===== src/rtl/psc_pkg.sv =====
package psc_pkg;
  typedef enum logic {
    MODE_THREAD  = 1'b0,
    MODE_HANDLER = 1'b1
  } exec_mode_e;

  typedef struct packed {
    logic stk_sel;  // bit 1: process stack in thread code
    logic unpriv;   // bit 0: thread code runs at user level
  } ctl_word_t;
endpackage


===== src/rtl/psc_mode_ctl.sv =====
module psc_mode_ctl
  import psc_pkg::*;
(
  input  logic       clk,
  input  logic       rst_n,
  input  logic       exc_enter_i,
  input  logic       exc_exit_i,
  input  logic       ctl_wr_i,
  input  ctl_word_t  ctl_wdata_i,
  input  logic       sp_wr_i,
  output exec_mode_e mode_o,
  output logic       priv_o,
  output ctl_word_t  ctl_rd_o,
  output logic       use_psp_o,
  output logic       sp_wr_ok_o,
  output logic       fault_o
);
  exec_mode_e mode_q, mode_d, ret_mode_q;
  ctl_word_t  ctl_q, ctl_d;
  logic       fault_q, illegal;
  logic       mode_en, ret_en, ctl_en;
  logic       priv_w, in_thread;

  assign in_thread = (mode_q == MODE_THREAD);
  assign priv_w    = !in_thread || !ctl_q.unpriv;

  always_comb begin
    ctl_d   = ctl_q;
    ctl_en  = 1'b0;
    illegal = 1'b0;
    if (ctl_wr_i) begin
      if (!priv_w) begin
        illegal = 1'b1;
      end else begin
        ctl_en       = 1'b1;
        ctl_d.unpriv = ctl_wdata_i.unpriv;
        if (in_thread) ctl_d.stk_sel = ctl_wdata_i.stk_sel;
      end
    end
    if (sp_wr_i && !priv_w) illegal = 1'b1;
  end

  always_comb begin
    mode_d  = mode_q;
    mode_en = 1'b0;
    ret_en  = 1'b0;
    if (exc_enter_i) begin
      mode_d  = MODE_HANDLER;
      mode_en = 1'b1;
      ret_en  = 1'b1;
    end else if (exc_exit_i && !in_thread) begin
      mode_d  = ret_mode_q;
      mode_en = 1'b1;
    end
  end

  always_ff @(posedge clk or negedge rst_n) begin
    if (!rst_n) begin
      mode_q     <= MODE_THREAD;
      ret_mode_q <= MODE_THREAD;
      ctl_q      <= '0;
      fault_q    <= 1'b0;
    end else begin
      if (mode_en) mode_q     <= mode_d;
      if (ret_en)  ret_mode_q <= mode_q;
      if (ctl_en)  ctl_q      <= ctl_d;
      fault_q <= illegal;
    end
  end

  assign mode_o           = mode_q;
  assign priv_o           = priv_w;
  assign ctl_rd_o.unpriv  = ctl_q.unpriv;
  assign ctl_rd_o.stk_sel = ctl_q.stk_sel && in_thread;
  assign use_psp_o        = ctl_q.stk_sel && in_thread;
  assign sp_wr_ok_o       = priv_w;
  assign fault_o          = fault_q;

  // user-level control write refused and flagged
  a_r2_user_ctl_wr_faults: assert property (@(posedge clk) disable iff (!rst_n)
    (ctl_wr_i && !priv_w) |=> (fault_q && $stable(ctl_q)));
  // entry lands in privileged handler mode
  a_r5_entry_priv: assert property (@(posedge clk) disable iff (!rst_n)
    exc_enter_i |=> (mode_q == MODE_HANDLER && priv_w));
  // exit restores the saved mode
  a_r5_exit_restores: assert property (@(posedge clk) disable iff (!rst_n)
    (exc_exit_i && !exc_enter_i && !in_thread) |=> (mode_q == $past(ret_mode_q)));
  // user-level pointer write flagged
  a_r10_user_sp_wr_faults: assert property (@(posedge clk) disable iff (!rst_n)
    (sp_wr_i && !priv_w) |=> fault_q);
endmodule


===== src/rtl/psc_sp_bank.sv =====
module psc_sp_bank #(
  parameter int SP_W       = 32,
  parameter int WORD_BYTES = 4
) (
  input  logic            clk,
  input  logic            rst_n,
  input  logic            wr_req_i,
  input  logic            wr_ok_i,
  input  logic            bank_i,
  input  logic [SP_W-1:0] wdata_i,
  input  logic            push_i,
  input  logic            pop_i,
  input  logic            use_psp_i,
  output logic [SP_W-1:0] sp_o,
  output logic            stk_vld_o,
  output logic            stk_we_o,
  output logic [SP_W-1:0] stk_addr_o
);
  localparam int        NBANK      = 2;
  localparam logic [SP_W-1:0] STEP       = SP_W'(WORD_BYTES);
  localparam logic [SP_W-1:0] ALIGN_MASK = SP_W'(WORD_BYTES - 1);

  logic [SP_W-1:0] sp_all [NBANK];
  logic [SP_W-1:0] active, dec_v, inc_v, wr_aligned;
  logic            do_push, do_pop;

  assign active     = use_psp_i ? sp_all[1] : sp_all[0];
  assign dec_v      = active - STEP;
  assign inc_v      = active + STEP;
  assign wr_aligned = wdata_i & ~ALIGN_MASK;
  assign do_push    = push_i && !wr_req_i;
  assign do_pop     = pop_i && !push_i && !wr_req_i;

  for (genvar b = 0; b < NBANK; b++) begin : g_bank
    logic [SP_W-1:0] q, d;
    logic            wr_hit, stk_hit, en;

    assign wr_hit  = wr_req_i && wr_ok_i && (bank_i == 1'(b));
    assign stk_hit = (do_push || do_pop) && (use_psp_i == 1'(b));
    assign en      = wr_hit || stk_hit;

    always_comb begin
      if (wr_hit)       d = wr_aligned;
      else if (do_push) d = dec_v;
      else              d = inc_v;
    end

    always_ff @(posedge clk or negedge rst_n) begin
      if (!rst_n)  q <= '0;
      else if (en) q <= d;
    end

    assign sp_all[b] = q;
  end

  assign sp_o       = active;
  assign stk_vld_o  = do_push || do_pop;
  assign stk_we_o   = do_push;
  assign stk_addr_o = do_push ? dec_v : active;

  // both pointers stay word aligned
  a_r7_aligned: assert property (@(posedge clk) disable iff (!rst_n)
    ((sp_all[0] & ALIGN_MASK) == '0) && ((sp_all[1] & ALIGN_MASK) == '0));
  // push on the main pointer steps it down one word
  a_r8_push_main: assert property (@(posedge clk) disable iff (!rst_n)
    (push_i && !wr_req_i && !use_psp_i) |=> (sp_all[0] == $past(sp_all[0]) - STEP));
  // push leaves the inactive pointer alone
  a_r8_push_other_kept: assert property (@(posedge clk) disable iff (!rst_n)
    (push_i && !wr_req_i && !use_psp_i) |=> $stable(sp_all[1]));
  // pop on the process pointer steps it up one word
  a_r9_pop_proc: assert property (@(posedge clk) disable iff (!rst_n)
    (pop_i && !push_i && !wr_req_i && use_psp_i) |=> (sp_all[1] == $past(sp_all[1]) + STEP));
endmodule


===== src/rtl/psc_priv_stack.sv =====
module psc_priv_stack
  import psc_pkg::*;
#(
  parameter int SP_W       = 32,
  parameter int WORD_BYTES = 4
) (
  input  logic            clk,
  input  logic            rst_n,
  input  logic            exc_enter_i,
  input  logic            exc_exit_i,
  input  logic            ctl_wr_i,
  input  logic [1:0]      ctl_wdata_i,
  input  logic            sp_wr_i,
  input  logic            sp_bank_i,
  input  logic [SP_W-1:0] sp_wdata_i,
  input  logic            push_i,
  input  logic            pop_i,
  output logic            handler_o,
  output logic            priv_o,
  output logic [1:0]      ctl_o,
  output logic            psp_act_o,
  output logic [SP_W-1:0] sp_o,
  output logic            fault_o,
  output logic            stk_vld_o,
  output logic            stk_we_o,
  output logic [SP_W-1:0] stk_addr_o
);
  exec_mode_e mode;
  ctl_word_t  ctl_rd;
  logic       use_psp, sp_wr_ok;

  psc_mode_ctl u_mode (
    .clk         (clk),
    .rst_n       (rst_n),
    .exc_enter_i (exc_enter_i),
    .exc_exit_i  (exc_exit_i),
    .ctl_wr_i    (ctl_wr_i),
    .ctl_wdata_i (ctl_word_t'(ctl_wdata_i)),
    .sp_wr_i     (sp_wr_i),
    .mode_o      (mode),
    .priv_o      (priv_o),
    .ctl_rd_o    (ctl_rd),
    .use_psp_o   (use_psp),
    .sp_wr_ok_o  (sp_wr_ok),
    .fault_o     (fault_o)
  );

  psc_sp_bank #(
    .SP_W       (SP_W),
    .WORD_BYTES (WORD_BYTES)
  ) u_bank (
    .clk        (clk),
    .rst_n      (rst_n),
    .wr_req_i   (sp_wr_i),
    .wr_ok_i    (sp_wr_ok),
    .bank_i     (sp_bank_i),
    .wdata_i    (sp_wdata_i),
    .push_i     (push_i),
    .pop_i      (pop_i),
    .use_psp_i  (use_psp),
    .sp_o       (sp_o),
    .stk_vld_o  (stk_vld_o),
    .stk_we_o   (stk_we_o),
    .stk_addr_o (stk_addr_o)
  );

  assign handler_o = (mode == MODE_HANDLER);
  assign ctl_o     = ctl_rd;
  assign psp_act_o = use_psp;

  // handler code never runs on the process pointer
  a_r4_handler_main_stack: assert property (@(posedge clk) disable iff (!rst_n)
    handler_o |-> (!psp_act_o && !ctl_o[1]));
endmodule


===== config.mk =====
export PLATFORM = sky130hd
export DESIGN_NAME = psc_priv_stack
export DESIGN_NICKNAME = d
export VERILOG_FILES = /design/src/rtl/psc_pkg.sv /design/src/rtl/psc_mode_ctl.sv /design/src/rtl/psc_sp_bank.sv /design/src/rtl/psc_priv_stack.sv
export SDC_FILE = /design/constraint.sdc
export NUM_CORES = 1
export LEC_CHECK = 0
export BUFFER_PORTS_ARGS = -buffer_cell sky130_fd_sc_hd__buf_2
export CORE_MARGIN = 10
export CORE_UTILIZATION = 35
export DETAILED_ROUTE_END_ITERATION = 6
export PLACE_DENSITY = 0.66
export REMOVE_ABC_BUFFERS = 1
export SETUP_SLACK_MARGIN = 0.15
export SYNTH_ARGS = -nofsm -noshare
export SYNTH_HDL_FRONTEND = slang
export SYNTH_SLANG_ARGS = --single-unit

===== constraint.sdc =====
create_clock -name clk -period 7.2 [get_ports clk]
set_input_delay 1.8 -clock clk [delete_from_list [all_inputs] [get_ports clk]]
set_output_delay 1.8 -clock clk [all_outputs]
set_load 0.05 [all_outputs]

; Word level (Yosys, flattened, before mapping)
; Index checks and enable logic that the tools add are counted.
[word_totals]
register_bits = 69
in_bits = 43
out_inout_bits = 72
elab_cells = 50
[op_classes]
addsub = 2
n_mux = 15
n_bitwise = 3
n_reduce_logical = 23
[ops]
columns = op, count
row1 = two-way mux 32 bit, 5
row2 = adder 32 x 3 -> 32 bit (second input constant), 1
row3 = subtractor 32 x 3 -> 32 bit (second input constant), 1
row4 = logical AND 1 bit, 11
row5 = two-way mux 1 bit, 10
row6 = zero test 1 bit, 4
row7 = logical OR 1 bit, 4
row8 = AND reduction 4 bit, 1
row9 = NOT 1 bit, 3
row10 = AND reduction 3 bit, 1
row11 = AND reduction 2 bit, 1
row12 = nonzero test 2 bit, 1

; Depth between registers and ports, before layout
[logic_depth]
depth_word = 6
ltp_mapped = 15
ltp_nobuf = 10

; By module
; A second synthesis with hierarchy kept.
[unflattened]
cells_unflattened = 640
hier_area_um2 = 5407.7
[by_module_without_submodules]
columns = module, instances, cells_per_inst, area_each_um2, seq_area_each_um2
row1 = psc_sp_bank, 1, 621, 5171.2, 1601.5
row2 = psc_mode_ctl, 1, 19, 236.5, 125.1

; Least setup slack after synthesis
; Ideal clock, no wire load.
[synth_path]
kind = input to output
startpoint = in sp_wr_i
endpoint = out stk_addr_o[24]
arrival_time_ps = 4294
required_ps = 5400
setup_slack_ps = 1106
path_stages = 7
n_path_buf = 0
path_cell_list = nand2b_1 > inv_2 > nand2_1 > a2111o_1 > nor2_1 > nand2_1 > o21ai_0
[synth_via]
elab_chain_len = 3
[synth_lines]
columns = item, line_no
row1 = "start, declared", psc_priv_stack.sv:13  ; input logic sp_wr_i,
row2 = zero test 1 bit, psc_sp_bank.sv:31  ; assign do_push = push_i && !wr_req_i;
row3 = logical AND 1 bit, psc_sp_bank.sv:31
row4 = named net stk_we_o, psc_priv_stack.sv:25  ; output logic stk_we_o,
row5 = two-way mux 32 bit, psc_sp_bank.sv:59  ; assign stk_addr_o = do_push ? dec_v : active;
row6 = "end, declared", psc_priv_stack.sv:26  ; output logic [SP_W-1:0] stk_addr_o
; The timed path passes the listed nets, and every way through them passes these cells.

; Worst setup path in the final report
[layout_path]
startpoint = in sp_wr_i
endpoint = out stk_addr_o[24]
[layout_via]
elab_chain_len = 3
[layout_lines]
columns = item, line_no
row1 = zero test 1 bit, psc_sp_bank.sv:31
row2 = logical AND 1 bit, psc_sp_bank.sv:31
row3 = two-way mux 32 bit, psc_sp_bank.sv:59
; Every way passes these cells.

==> impl.org <==
** STA
- In the final timing run, aggregate negative setup slack is 0 ns.
- Maximum clock skew at final layout :: 0.00350 ns
- Relative slew margins :: 37.8%
- Setup repair after global routing left no endpoint under its margin.
- Number of pins with negative max-slew slack in the final report :: 0
- For the pin with the worst max-slew slack, the measured transition is 0.934 ns.
- Final hold slack :: 0.501 ns
- The worst path uses 83.8% of the clock period.
- Final setup violating endpoints :: 0
- Fmax :: 0.166 GHz
- The number of failing hold endpoints at the final stage was 0.
- Post-layout minimum cycle time :: 6.04 ns

** Clock network
- At the later pin of the worst-skew pair, clock insertion delay measures 0.35 ns.
- The number of clock buffers added by TritonCTS is 9.
- Clock Path Buffers :: 2
- Clock root buffer :: sky130_fd_sc_hd__clkbuf_16
- For this design, the CTS-stage hold fixing added 0 buffers.
- The clock tree synthesis step divided the H-tree into 3 levels.
- Reg clk slew, reported paths :: 0.06 ns
- Post-CTS Setup Inserts :: 0
- The clock net in this run drives a total of 69 sinks.
- TritonCTS clock tree :: done
- Post_cts resized :: 0

** Setup path
- Cell family with most CP delay :: simple AND/OR/NAND/NOR gates
- Number of buffers and inverters on the critical path :: 3
- Walking the worst path, the cells encountered are buf_2 > nand2b_1 > inv_2 > nand2_1 > a2111o_1 > nor2_1 > nand2_1 > o21ai_0 > buf_2.
- Critical path required time :: 5.40 ns
- Data on the critical path arrives at its endpoint at 4.24 ns.
- Crit Path Category :: in -> out
- Along the worst path, the maximum fanout reaches 9.
- On the worst path, the slowest cell contributes a delay of 0.57 ns.
- The largest individual stage delay along the critical path comes from the cell sky130_fd_sc_hd__a2111o_1.
- STA classifies the critical path endpoint as an output port.
- STA classifies the critical path startpoint as a primary input.

** Floorplanning
- Die Width :: 142 µm
- From bottom edge to top edge, the die measures 142 µm.
- Starting density of the core :: 35.8%
- Area of the die :: 20,200 µm²
- In this run the standard cell core region covers 14,600 µm².
- During I/O placement, the number of pins put on the boundary was 115.
- Number of standard-cell rows in the floorplan :: 44

** Logic synthesis
- Summed over its instances, the top area cell type makes up 33.1% of the synthesized netlist area.
- The Yosys step of the flow raised 0 warnings.
- Post-synthesis average cell area :: 8.59 µm²
- sky130_fd_sc_hd__dfrtp_1 takes more of the synthesized area than any other cell.
- Count of flip-flops with a built-in enable after synthesis :: 0
- By area the synthesized netlist is led by sky130_fd_sc_hd__dfrtp_1, sky130_fd_sc_hd__mux2i_1, sky130_fd_sc_hd__xnor2_1.
- Count of distinct cell types in the synthesized netlist :: 67
- Total standard cell area after synthesis :: 5220 µm²
- Syn Inst Count :: 608
- For this run, asynchronously set or reset flops after synthesis account for 100%.
- Most used DFF post-synth :: sky130_fd_sc_hd__dfrtp_1
- Of the synthesized area, sequential elements account for 33.1%.
- In this run, synthesis produced a sequential element count of 69.

** Placement
- Dpl cells :: 884
- The count of buffers added on input and output ports is 112.
- Sum of net half-perimeters after detailed placement :: 12,900 µm
- Routability congestion estimate from global placement :: 0.878
- Once placement finished, the instance area stood at 5940 µm².

** Status
- Result of the run :: finished, final reports clean

** Global route
- Total track usage :: 18.0%
- The via count of the first global-routing pass was 5,268.
- Antenna violations before repair :: 0
- Entering global routing, the biggest net connects 70 pins.
- Global-route wire length before repair :: 29,000 µm
- After global routing the overflow that remains totals 0.

** Pwr
- The worst-case IR drop observed on VDD is 0.000173 V.
- Power Density :: 301 nW/µm²
- Leakage dissipation :: 3.04 nW

** Route
- Wirelength per Cell :: 20.3 µm
- Number of nets still failing antenna checks after routing :: 0
- Drt total wl :: 18,300 µm
- The detailed router finished its first iteration with 431 violations.
- Drt first pass iters :: 5
- Vias :: 5,229
- Via density :: 5.81
- DRC viols :: 0

** Final layout
- In the final design database the tool counted 756 nets.
- For this run, the number of standard cells in the final layout without fillers is 900.
- Number of diodes added for antenna fixing :: 0
- Post-synthesis to final-layout area growth :: 20.0%
- With fillers left out, the area of the finished cells amounts to 6260 µm².
- FILL cells :: 1,463
- Of the cells placed in the final design, the portion with a size suffix greater than 1 is 23.0%.

** Flow run
- Max-cap viol count :: 0

** Worst hold path
- The tightest min-delay check is of the reg -> reg type.
[cells in the mapped netlist (all sizes together), types with 10 or more instances]
cell    instances
o21ai          57
xor2           11
a21oi          10
xnor2          37
mux2i          37
nand2          68
clkbuf         19
inv            24
buf            14
nor2           63
dfrtp          69
a221o          12
a22oi          39
nor3           20
[cells in the final DEF, fill, tap and decap left out, drive strengths merged, types with 4 or more instances in the layout]
master	instances
clkbuf	12
a2111oi	4
xor2	11
nand2b	5
o21ai	57
o22ai	5
xnor2	37
nor2b	5
or3	8
buf	125
nand2	68
inv	24
o311ai	4
nor2	63
a21oi	10
a31oi	7
nor4	5
a22oi	39
mux2i	37
nand3	6
and3	9
a22o	7
nand4	8
and4	4
a21o	8
nor3	20
a221o	12
dfrtp	69
mux2	6
[metrics by stage]
stage | setup WS (ns) | utilization, % | power (mW)
after detailed placement | 1.24 | 40.7 | 1.39
after global placement | 1.25 | 40.7 | 1.39
after floorplan | -0.798 | - | 1.16
final | 1.16 | 42.9 | 1.88
after global routing | 1.05 | 42.9 | 1.98
after CTS | 1.22 | 42.9 | 1.89
[worst paths after layout]
check                                             startpoint                                 end  slack (ns)  cells past startpoint
min                        u_bank.g_bank[1].q[1]$_DFFE_PN0P_   u_bank.g_bank[1].q[1]$_DFFE_PN0P_        0.50                      1
max reg2reg                      u_mode.ctl_q[1]$_DFFE_PN0P_  u_bank.g_bank[0].q[18]$_DFFE_PN0P_        3.53                     10
max                                                  sp_wr_i                      stk_addr_o[24]        1.16                      9
min in group asynchronous                              rst_n   u_bank.g_bank[0].q[5]$_DFFE_PN0P_        1.68                      2
min reg2reg                u_bank.g_bank[1].q[1]$_DFFE_PN0P_   u_bank.g_bank[1].q[1]$_DFFE_PN0P_        0.50                      1
max in group asynchronous                              rst_n  u_bank.g_bank[0].q[19]$_DFFE_PN0P_        4.92                      2
[registers in the layout (all words and copies together) (netlist names)]
name and count:
u_bank.g_bank.q 64, u_mode.ctl_q 1, u_mode.ctl_rd_o 1, u_mode.fault_o 1
u_mode.mode_o 1, u_mode.ret_mode_q 1
[per-layer routing]
layer  wire length, µm  vias to the layer above  track usage [%]
met4               467                        0             7.42
met2              8570                      230             28.6
met1              7890                     2522             22.7
met5                 0                        -                0
met3              1360                       37             4.57
li1                  -                     2440                -
[kinds of logic after synthesis]
| family | count (synthesis) | share of synthesized area [%] |
|---|---|---|
| buffers and inverters | 57 | 5.13 |
| adders and majority gates | 2 | 0.479 |
| xor gates and xnor gates | 48 | 8.05 |
| and+or+nand+nor | 215 | 20.6 |
| muxes | 43 | 8.77 |
| AOI/OAI and AO/OA | 174 | 23.9 |
| DFF | 69 | 33.1 |
[where the power goes]
group | leakage (nW) | switching [mW] | internal [mW]
registers | 0.855 | 0.0891 | 0.456
logic | 2.03 | 0.611 | 0.232
clock network | 0.163 | 0.174 | 0.321
[final cells by class]
cell class / count / area (µm²) / share of cell area (%)
multi-input cells: 482 / 3230 / 51.6
flip-flops and latches: 69 / 1730 / 27.6
repair buffers: 125 / 658 / 10.5
clock buffers: 12 / 256 / 4.10
well taps: 184 / 230 / 3.68
inverters: 24 / 90.1 / 1.44
clock inverters: 4 / 70.1 / 1.12
Power figures use the tool's default switching activity.
